## src/rtl/mtc_pkg.sv

```systemverilog
package mtc_pkg;

    typedef enum logic [1:0] {
        MT_RW = 2'd0,
        MT_CC = 2'd1,
        MT_NC = 2'd2,
        MT_UC = 2'd3
    } mtype_e;

    typedef enum logic [1:0] {
        OP_RD     = 2'd0,
        OP_WR     = 2'd1,
        OP_WBALL  = 2'd2,
        OP_INVALL = 2'd3
    } op_e;

    typedef enum logic [3:0] {
        ST_IDLE,
        ST_LOOK,
        ST_VWB,
        ST_FILL,
        ST_FWAIT,
        ST_WT,
        ST_RESP,
        ST_SWEEP,
        ST_SWB,
        ST_INV,
        ST_PROBE,
        ST_PWB,
        ST_DONE
    } state_e;

endpackage

```

## src/rtl/mtc_line_store.sv

```systemverilog
module mtc_line_store
    import mtc_pkg::*;
#(
    parameter int LINES  = 16,
    parameter int TAG_W  = 8,
    parameter int DATA_W = 32,
    localparam int IDX_W = $clog2(LINES)
) (
    input  logic              clk,
    input  logic              rst_n,
    input  logic [IDX_W-1:0]  rd_idx,
    output logic              rd_valid,
    output logic              rd_dirty,
    output logic [1:0]        rd_mtype,
    output logic [TAG_W-1:0]  rd_tag,
    output logic [DATA_W-1:0] rd_data,
    input  logic              wr_en,
    input  logic [IDX_W-1:0]  wr_idx,
    input  logic              wr_valid,
    input  logic              wr_dirty,
    input  logic [1:0]        wr_mtype,
    input  logic [TAG_W-1:0]  wr_tag,
    input  logic [DATA_W-1:0] wr_data,
    input  logic              inv_nc
);

    typedef struct packed {
        logic              valid;
        logic              dirty;
        logic [1:0]        mtype;
        logic [TAG_W-1:0]  tag;
        logic [DATA_W-1:0] data;
    } line_t;

    line_t view [LINES];

    for (genvar g = 0; g < LINES; g++) begin : g_line
        line_t line_d, line_q;

        always_comb begin
            line_d = line_q;
            if (wr_en && (wr_idx == IDX_W'(g))) begin
                line_d.valid = wr_valid;
                line_d.dirty = wr_dirty;
                line_d.mtype = wr_mtype;
                line_d.tag   = wr_tag;
                line_d.data  = wr_data;
            end
            if (inv_nc && (line_q.mtype == MT_NC)) begin
                line_d.valid = 1'b0;
                line_d.dirty = 1'b0;
            end
        end

        always_ff @(posedge clk) begin
            if (!rst_n) line_q <= '0;
            else        line_q <= line_d;
        end

        assign view[g] = line_q;
    end

    always_comb begin
        rd_valid = view[rd_idx].valid;
        rd_dirty = view[rd_idx].dirty;
        rd_mtype = view[rd_idx].mtype;
        rd_tag   = view[rd_idx].tag;
        rd_data  = view[rd_idx].data;
    end

endmodule

```

## src/rtl/mtc_engine.sv

```systemverilog
module mtc_engine
    import mtc_pkg::*;
#(
    parameter int ADDR_W = 12,
    parameter int DATA_W = 32,
    parameter int LINES  = 16,
    localparam int IDX_W = $clog2(LINES),
    localparam int TAG_W = ADDR_W - IDX_W
) (
    input  logic              clk,
    input  logic              rst_n,
    input  logic              req_valid,
    input  logic [1:0]        req_cmd,
    input  logic [ADDR_W-1:0] req_addr,
    input  logic [1:0]        req_mtype,
    input  logic [DATA_W-1:0] req_wdata,
    output logic              req_ready,
    output logic              rsp_valid,
    output logic [DATA_W-1:0] rsp_rdata,
    input  logic              probe_valid,
    input  logic [ADDR_W-1:0] probe_addr,
    output logic              probe_ready,
    output logic              mnt_done,
    output logic              mem_req_valid,
    input  logic              mem_req_ready,
    output logic              mem_req_write,
    output logic [ADDR_W-1:0] mem_req_addr,
    output logic [DATA_W-1:0] mem_req_wdata,
    input  logic              mem_rsp_valid,
    input  logic [DATA_W-1:0] mem_rsp_rdata,
    output logic [IDX_W-1:0]  rd_idx,
    input  logic              rd_valid,
    input  logic              rd_dirty,
    input  logic [1:0]        rd_mtype,
    input  logic [TAG_W-1:0]  rd_tag,
    input  logic [DATA_W-1:0] rd_data,
    output logic              wr_en,
    output logic [IDX_W-1:0]  wr_idx,
    output logic              wr_valid,
    output logic              wr_dirty,
    output logic [1:0]        wr_mtype,
    output logic [TAG_W-1:0]  wr_tag,
    output logic [DATA_W-1:0] wr_data,
    output logic              inv_nc
);

    localparam logic [IDX_W-1:0] LAST_IDX = IDX_W'(LINES - 1);

    typedef struct packed {
        state_e            st;
        op_e               op;
        logic [ADDR_W-1:0] addr;
        mtype_e            mt;
        logic [DATA_W-1:0] wdata;
        logic [DATA_W-1:0] rdata;
        logic [IDX_W-1:0]  cnt;
    } eng_t;

    eng_t r_d, r_q;

    logic [IDX_W-1:0] a_idx;
    logic [TAG_W-1:0] a_tag;
    logic             hit;
    logic             local_class;

    assign a_idx       = r_q.addr[IDX_W-1:0];
    assign a_tag       = r_q.addr[ADDR_W-1:IDX_W];
    assign hit         = rd_valid && (rd_tag == a_tag);
    assign local_class = (rd_mtype == MT_RW) || (rd_mtype == MT_CC);

    always_comb begin
        r_d           = r_q;
        req_ready     = 1'b0;
        probe_ready   = 1'b0;
        rsp_valid     = 1'b0;
        rsp_rdata     = r_q.rdata;
        mnt_done      = 1'b0;
        mem_req_valid = 1'b0;
        mem_req_write = 1'b0;
        mem_req_addr  = r_q.addr;
        mem_req_wdata = r_q.wdata;
        inv_nc        = 1'b0;
        rd_idx        = a_idx;
        wr_en         = 1'b0;
        wr_valid      = rd_valid;
        wr_dirty      = rd_dirty;
        wr_mtype      = rd_mtype;
        wr_tag        = rd_tag;
        wr_data       = rd_data;

        case (r_q.st)
            ST_IDLE: begin
                probe_ready = 1'b1;
                req_ready   = !probe_valid;
                if (probe_valid) begin
                    r_d.addr = probe_addr;
                    r_d.st   = ST_PROBE;
                end else if (req_valid) begin
                    r_d.op    = op_e'(req_cmd);
                    r_d.addr  = req_addr;
                    r_d.mt    = mtype_e'(req_mtype);
                    r_d.wdata = req_wdata;
                    r_d.cnt   = '0;
                    case (op_e'(req_cmd))
                        OP_WBALL:  r_d.st = ST_SWEEP;
                        OP_INVALL: r_d.st = ST_INV;
                        default:   r_d.st = ST_LOOK;
                    endcase
                end
            end

            ST_LOOK: begin
                if (r_q.mt == MT_UC) begin
                    r_d.st = (r_q.op == OP_WR) ? ST_WT : ST_FILL;
                end else if (!hit && rd_valid && rd_dirty) begin
                    r_d.st = ST_VWB;
                end else if (r_q.op == OP_RD) begin
                    if (hit) begin
                        r_d.rdata = rd_data;
                        r_d.st    = ST_RESP;
                    end else begin
                        r_d.st = ST_FILL;
                    end
                end else begin
                    wr_en    = 1'b1;
                    wr_valid = 1'b1;
                    wr_dirty = (r_q.mt != MT_CC);
                    wr_mtype = r_q.mt;
                    wr_tag   = a_tag;
                    wr_data  = r_q.wdata;
                    r_d.st   = (r_q.mt == MT_CC) ? ST_WT : ST_RESP;
                end
            end

            ST_VWB: begin
                mem_req_valid = 1'b1;
                mem_req_write = 1'b1;
                mem_req_addr  = {rd_tag, a_idx};
                mem_req_wdata = rd_data;
                if (mem_req_ready) begin
                    wr_en    = 1'b1;
                    wr_valid = 1'b0;
                    wr_dirty = 1'b0;
                    r_d.st   = ST_LOOK;
                end
            end

            ST_FILL: begin
                mem_req_valid = 1'b1;
                if (mem_req_ready) r_d.st = ST_FWAIT;
            end

            ST_FWAIT: begin
                if (mem_rsp_valid) begin
                    r_d.rdata = mem_rsp_rdata;
                    if (r_q.mt != MT_UC) begin
                        wr_en    = 1'b1;
                        wr_valid = 1'b1;
                        wr_dirty = 1'b0;
                        wr_mtype = r_q.mt;
                        wr_tag   = a_tag;
                        wr_data  = mem_rsp_rdata;
                    end
                    r_d.st = ST_RESP;
                end
            end

            ST_WT: begin
                mem_req_valid = 1'b1;
                mem_req_write = 1'b1;
                if (mem_req_ready) r_d.st = ST_RESP;
            end

            ST_RESP: begin
                rsp_valid = 1'b1;
                r_d.st    = ST_IDLE;
            end

            ST_SWEEP: begin
                rd_idx = r_q.cnt;
                if (rd_valid && rd_dirty) begin
                    r_d.st = ST_SWB;
                end else if (r_q.cnt == LAST_IDX) begin
                    r_d.st = ST_DONE;
                end else begin
                    r_d.cnt = r_q.cnt + 1'b1;
                end
            end

            ST_SWB: begin
                rd_idx        = r_q.cnt;
                mem_req_valid = 1'b1;
                mem_req_write = 1'b1;
                mem_req_addr  = {rd_tag, r_q.cnt};
                mem_req_wdata = rd_data;
                if (mem_req_ready) begin
                    wr_en    = 1'b1;
                    wr_dirty = 1'b0;
                    if (r_q.cnt == LAST_IDX) begin
                        r_d.st = ST_DONE;
                    end else begin
                        r_d.cnt = r_q.cnt + 1'b1;
                        r_d.st  = ST_SWEEP;
                    end
                end
            end

            ST_INV: begin
                inv_nc = 1'b1;
                r_d.st = ST_DONE;
            end

            ST_DONE: begin
                mnt_done = 1'b1;
                r_d.st   = ST_IDLE;
            end

            ST_PROBE: begin
                r_d.st = ST_IDLE;
                if (hit && local_class) begin
                    if (rd_dirty) begin
                        r_d.st = ST_PWB;
                    end else begin
                        wr_en    = 1'b1;
                        wr_valid = 1'b0;
                    end
                end
            end

            ST_PWB: begin
                mem_req_valid = 1'b1;
                mem_req_write = 1'b1;
                mem_req_addr  = {rd_tag, a_idx};
                mem_req_wdata = rd_data;
                if (mem_req_ready) begin
                    wr_en    = 1'b1;
                    wr_valid = 1'b0;
                    wr_dirty = 1'b0;
                    r_d.st   = ST_IDLE;
                end
            end

            default: r_d.st = ST_IDLE;
        endcase

        wr_idx = rd_idx;
    end

    always_ff @(posedge clk) begin
        if (!rst_n) begin
            r_q    <= '0;
            r_q.st <= ST_IDLE;
        end else begin
            r_q <= r_d;
        end
    end

endmodule

```

## src/rtl/mtc_cache_top.sv

```systemverilog
module mtc_cache_top
    import mtc_pkg::*;
#(
    parameter int ADDR_W = 12,
    parameter int DATA_W = 32,
    parameter int LINES  = 16,
    localparam int IDX_W = $clog2(LINES),
    localparam int TAG_W = ADDR_W - IDX_W
) (
    input  logic              clk,
    input  logic              rst_n,
    input  logic              req_valid,
    input  logic [1:0]        req_cmd,
    input  logic [ADDR_W-1:0] req_addr,
    input  logic [1:0]        req_mtype,
    input  logic [DATA_W-1:0] req_wdata,
    output logic              req_ready,
    output logic              rsp_valid,
    output logic [DATA_W-1:0] rsp_rdata,
    input  logic              probe_valid,
    input  logic [ADDR_W-1:0] probe_addr,
    output logic              probe_ready,
    output logic              mnt_done,
    output logic              mem_req_valid,
    input  logic              mem_req_ready,
    output logic              mem_req_write,
    output logic [ADDR_W-1:0] mem_req_addr,
    output logic [DATA_W-1:0] mem_req_wdata,
    input  logic              mem_rsp_valid,
    input  logic [DATA_W-1:0] mem_rsp_rdata
);

    logic [IDX_W-1:0]  st_ridx;
    logic              st_rvalid;
    logic              st_rdirty;
    logic [1:0]        st_rmtype;
    logic [TAG_W-1:0]  st_rtag;
    logic [DATA_W-1:0] st_rdata;
    logic              st_we;
    logic [IDX_W-1:0]  st_widx;
    logic              st_wvalid;
    logic              st_wdirty;
    logic [1:0]        st_wmtype;
    logic [TAG_W-1:0]  st_wtag;
    logic [DATA_W-1:0] st_wdata;
    logic              st_inv_nc;

    mtc_engine #(
        .ADDR_W (ADDR_W),
        .DATA_W (DATA_W),
        .LINES  (LINES)
    ) u_engine (
        .clk           (clk),
        .rst_n         (rst_n),
        .req_valid     (req_valid),
        .req_cmd       (req_cmd),
        .req_addr      (req_addr),
        .req_mtype     (req_mtype),
        .req_wdata     (req_wdata),
        .req_ready     (req_ready),
        .rsp_valid     (rsp_valid),
        .rsp_rdata     (rsp_rdata),
        .probe_valid   (probe_valid),
        .probe_addr    (probe_addr),
        .probe_ready   (probe_ready),
        .mnt_done      (mnt_done),
        .mem_req_valid (mem_req_valid),
        .mem_req_ready (mem_req_ready),
        .mem_req_write (mem_req_write),
        .mem_req_addr  (mem_req_addr),
        .mem_req_wdata (mem_req_wdata),
        .mem_rsp_valid (mem_rsp_valid),
        .mem_rsp_rdata (mem_rsp_rdata),
        .rd_idx        (st_ridx),
        .rd_valid      (st_rvalid),
        .rd_dirty      (st_rdirty),
        .rd_mtype      (st_rmtype),
        .rd_tag        (st_rtag),
        .rd_data       (st_rdata),
        .wr_en         (st_we),
        .wr_idx        (st_widx),
        .wr_valid      (st_wvalid),
        .wr_dirty      (st_wdirty),
        .wr_mtype      (st_wmtype),
        .wr_tag        (st_wtag),
        .wr_data       (st_wdata),
        .inv_nc        (st_inv_nc)
    );

    mtc_line_store #(
        .LINES  (LINES),
        .TAG_W  (TAG_W),
        .DATA_W (DATA_W)
    ) u_store (
        .clk      (clk),
        .rst_n    (rst_n),
        .rd_idx   (st_ridx),
        .rd_valid (st_rvalid),
        .rd_dirty (st_rdirty),
        .rd_mtype (st_rmtype),
        .rd_tag   (st_rtag),
        .rd_data  (st_rdata),
        .wr_en    (st_we),
        .wr_idx   (st_widx),
        .wr_valid (st_wvalid),
        .wr_dirty (st_wdirty),
        .wr_mtype (st_wmtype),
        .wr_tag   (st_wtag),
        .wr_data  (st_wdata),
        .inv_nc   (st_inv_nc)
    );

endmodule

```

## config.mk

```make
export PLATFORM = sky130hd
export DESIGN_NAME = mtc_cache_top
export DESIGN_NICKNAME = d
export VERILOG_FILES = /design/src/rtl/mtc_pkg.sv /design/src/rtl/mtc_line_store.sv /design/src/rtl/mtc_engine.sv /design/src/rtl/mtc_cache_top.sv
export SDC_FILE = /design/constraint.sdc
export NUM_CORES = 2
export LEC_CHECK = 0
export BUFFER_PORTS_ARGS = -buffer_cell sky130_fd_sc_hd__buf_2
export CORE_ASPECT_RATIO = 1.2
export CORE_MARGIN = 2
export CORE_UTILIZATION = 25
export DETAILED_ROUTE_END_ITERATION = 16
export GPL_TIMING_DRIVEN = 0
export HOLD_SLACK_MARGIN = 0.08
export PLACE_DENSITY = 0.46
export SYNTH_ARGS = -nofsm -noshare
export SYNTH_HDL_FRONTEND = slang
export SYNTH_SLANG_ARGS = --single-unit
export TNS_END_PERCENT = 50
```

## constraint.sdc

```tcl
create_clock -name clk -period 5.3 [get_ports clk]
set_input_delay 1.06 -clock clk [delete_from_list [all_inputs] [get_ports clk]]
set_output_delay 1.06 -clock clk [all_outputs]
set_load 0.02 [all_outputs]
```

==> impl_metrics.ini <==
[outcome]
status = finished with violations
violations = negative setup slack

[sta]
max_freq_ghz = 0.185
layout_min_cycle_time_ns = 5.39
hold_viol = 0
setup_ws_ns = -0.0942
rsz0062_at_grt = yes
skew_ns = 0.0266
setup_tns_ns = -0.901
drv_slew = 0
final.period_utilization = 1.02
tightest_slew_ns = 1.48
setup_viol = 19
slew-limit-headroom = 0.0163

[routing]
wl_per_cell_um = 33.4
met1Wirelength_um = 82300
top_layer_used = met5
ant_nets = 0
dr_wl_met2_um = 100000
first_pass_iters = 6
drc_errors = 0
routed_wl_um = 218000
vias = 40200
vias_per_cell = 6.16
drt_iter0_markers = 4960
dr_wl_met3_um = 18900

[clocking]
cts_tree = built
h-tree-depth = 3
root_buffer = clkbuf_16
cts_buffer_depth = 3
clk_latency_ns = 0.71
cts_made_buffers = 85
cts_hold_buf = 0
cts.sinks = 792
clk_pin_slew_ns = 0.06

[die]
ios = 180
core_area_mm2 = 0.154
die_h_um = 435
die_area_mm2 = 0.158
die_x_um = 364
start_util = 0.251
num_rows = 158

[yosys]
dominantRegCellSynth = dfxtp_1
synth_edf_count = 0
ys_async_sr_fraction = 0
syn_inst = 4149
synth_area_mm2 = 0.0388
synth_largest_area_cell = dfxtp_1
synth_commonest_cells = dfxtp_1, a31oi_1, o31ai_1, nand2_1, clkbuf_1
synthTopCellsByArea = dfxtp_1, o31ai_1, a31oi_1, mux4_2, nand2_1
synth.avg_cell_area_um2 = 9.35
synth_cell_types = 74
syn-num-nets = 4248
synth_xor_area_frac = 0.00287
synth_top_family_by_area = compound AO/OA/AOI/OAI gates
ys_seq_area_frac = 0.409
post-synth-top-count-cell = dfxtp_1
synth-simple-area-share = 0.0900
synth_top_area_share = 0.409
synth_seq_cells = 792
muxShareOfSynthArea = 0.110
yosys.area_share.adder = 0.000323
yosys_warnings = 0
synth_compound_area_frac = 0.319

[placed_design]
gp_congestion = 0.965
hpwl_um = 158000
port_buffers = 177
pre_cts_slack_ns = -2.28
dpl_cell_area_mm2 = 0.0424

[global_routing]
antenna_found_initial = 8
track_usage = 0.266
grt_pass1_wl_um = 305000
grt.overflow.total = 0
grt_start_max_net_pins = 14
grt_pass1_vias = 39700

[critical_path]
crit_type = flip-flop to flip-flop
crit_family = simple AND/OR/NAND/NOR gates
critPathSlowestCell = nor3_2
crit_chain = buf_2 -> or2_4 -> o21ai_4 -> buf_12 -> mux2_2 -> clkbuf_2 -> nand3_1 -> nand4_1 -> nand2_1 -> a21boi_4 -> nor3_2 -> clkbuf_1 -> o31ai_1 -> a31oi_1
reg2reg_slack_ns = -0.09
r2r_end = u_store.g_line[0].line_q[30]
cp.required_ns = 5.92
endpoint_kind = flip-flop
crit_fanout = 10
worstPathArrival_ns = 6.02
crit_start = u_engine.r_q[85]
critical_path_buf_inv_count = 4
critical-path-max-stage-delay_ns = 0.85
r2r-start = u_engine.r_q[85]
start_kind = flip-flop
r2r_cells = 14

[hold_path]
holdPathStages = 2
hp-start = u_engine.r_q[56]
hp-class = flip-flop to flip-flop
holdPathEnd = u_engine.r_q[56]

[flow_run]
cap_violations = 0

[layout]
fillers = 16300
fin_area_mm2 = 0.0474
utilization = 0.307
syn2layout_area_growth_pct = 22.1
final_nets = 4566
drive_above_1_share = 0.240

[power_and_ir_drop]
p_leak_nw = 18.6
power.density_mw_per_mm2 = 516
ir_drop_v = 0.000298
-- report_power, final --
group	switching, W	internal, W
logic	0.00804	0.00347
clock network	0.00274	0.00348
registers	0.000324	0.00639
total	0.0111	0.0134
-- final cells by class --
| class | instances | area [µm²] | area share |
|---|---|---|---|
| Tap cell | 2000 | 2500 | 0.0528 |
| Multi-Input combinational cell | 2775 | 21400 | 0.453 |
| Sequential cell | 792 | 15900 | 0.335 |
| Timing Repair Buffer | 234 | 1580 | 0.0334 |
| Buffer | 568 | 3220 | 0.0680 |
| Clock buffer | 125 | 2460 | 0.0519 |
| Clock inverter | 18 | 246 | 0.00520 |
| Inverter | 11 | 41.3 | 0.000872 |
| Antenna cell | 5 | 12.5 | 0.000264 |
-- worst max path at each step --
stage	to	slack (ns)	depth (start not counted)
floorplan	mem_req_wdata[24]	0.66	14
global placement	u_store.g_line[11].line_q[10]	-2.67	16
detailed placement	mem_req_wdata[4]	-2.28	15
CTS	u_store.g_line[15].line_q[37]	-0.02	15
global route	mem_req_wdata[22]	-0.07	15
finish	u_store.g_line[0].line_q[30]	-0.09	14
-- state kept, by name, summed over array words and instances (netlist names) --
register / cells
u_engine.a_idx: 4
u_engine.a_tag: 8
u_engine.r_q: 44
u_engine.rsp_rdata: 32
u_store.g_line.line_q: 704
-- what timing repair did --
item / 4_1_cts / 5_1_grt
gates cloned: 1 / 0
hold endpoints to repair: 0 / 0
setup endpoints to repair: 780 / 683
resized for setup: 346 / 162
setup buffers: 35 / 5
pin swaps: 15 / 6
-- through the flow --
step           hold slack (ns)  cells  power [W]
6_report                 0.488   6528     0.0245
5_1_grt                  0.514   6523     0.0250
4_1_cts                  0.484   6518     0.0239
3_5_place_dp             0.475   6341     0.0166
3_3_place_gp             0.468   6326     0.0165
2_1_floorplan            0.454   4149     0.0125
-- routing by layer --
layer  global-route usage  vias to the layer above
li1                     -                    16900
met1                0.315                    20200
met2                0.429                     2436
met3               0.0559                      648
met4                0.186                       10
met5                    0                        -
-- worst min-delay path, cell delays in order, from the launching register on --
cell      delay [ns]
dfxtp_1         0.32
nand2_1         0.05
a21boi_0        0.06
-- cell families after synthesis --
family	Yosys count
DFF	792
and+or+nand+nor	753
muxes	241
AOI/OAI and AO/OA	1769
adders and majority gates	1
xor gates and xnor gates	11
buffers and inverters	582
-- cells in the final DEF (no fill, tap or decap), types with 23 or more instances in the layout --
cell	instances
buf_12	27
o21ai_0	25
a31oi_2	35
nor2_1	45
o31ai_1	657
nand3_1	66
clkbuf_2	94
dfxtp_1	792
clkbuf_16	88
a31o_2	33
nand2_1	461
mux2i_1	45
a22o_1	64
a22oi_1	23
a21oi_1	95
a211oi_1	34
a31oi_4	27
mux4_2	144
buf_2	283
buf_6	23
nor3_4	31
and3_1	24
clkbuf_1	252
a21boi_0	39
buf_4	110
a31oi_1	649
mux2_2	33
(Power assumes the default switching activity.)
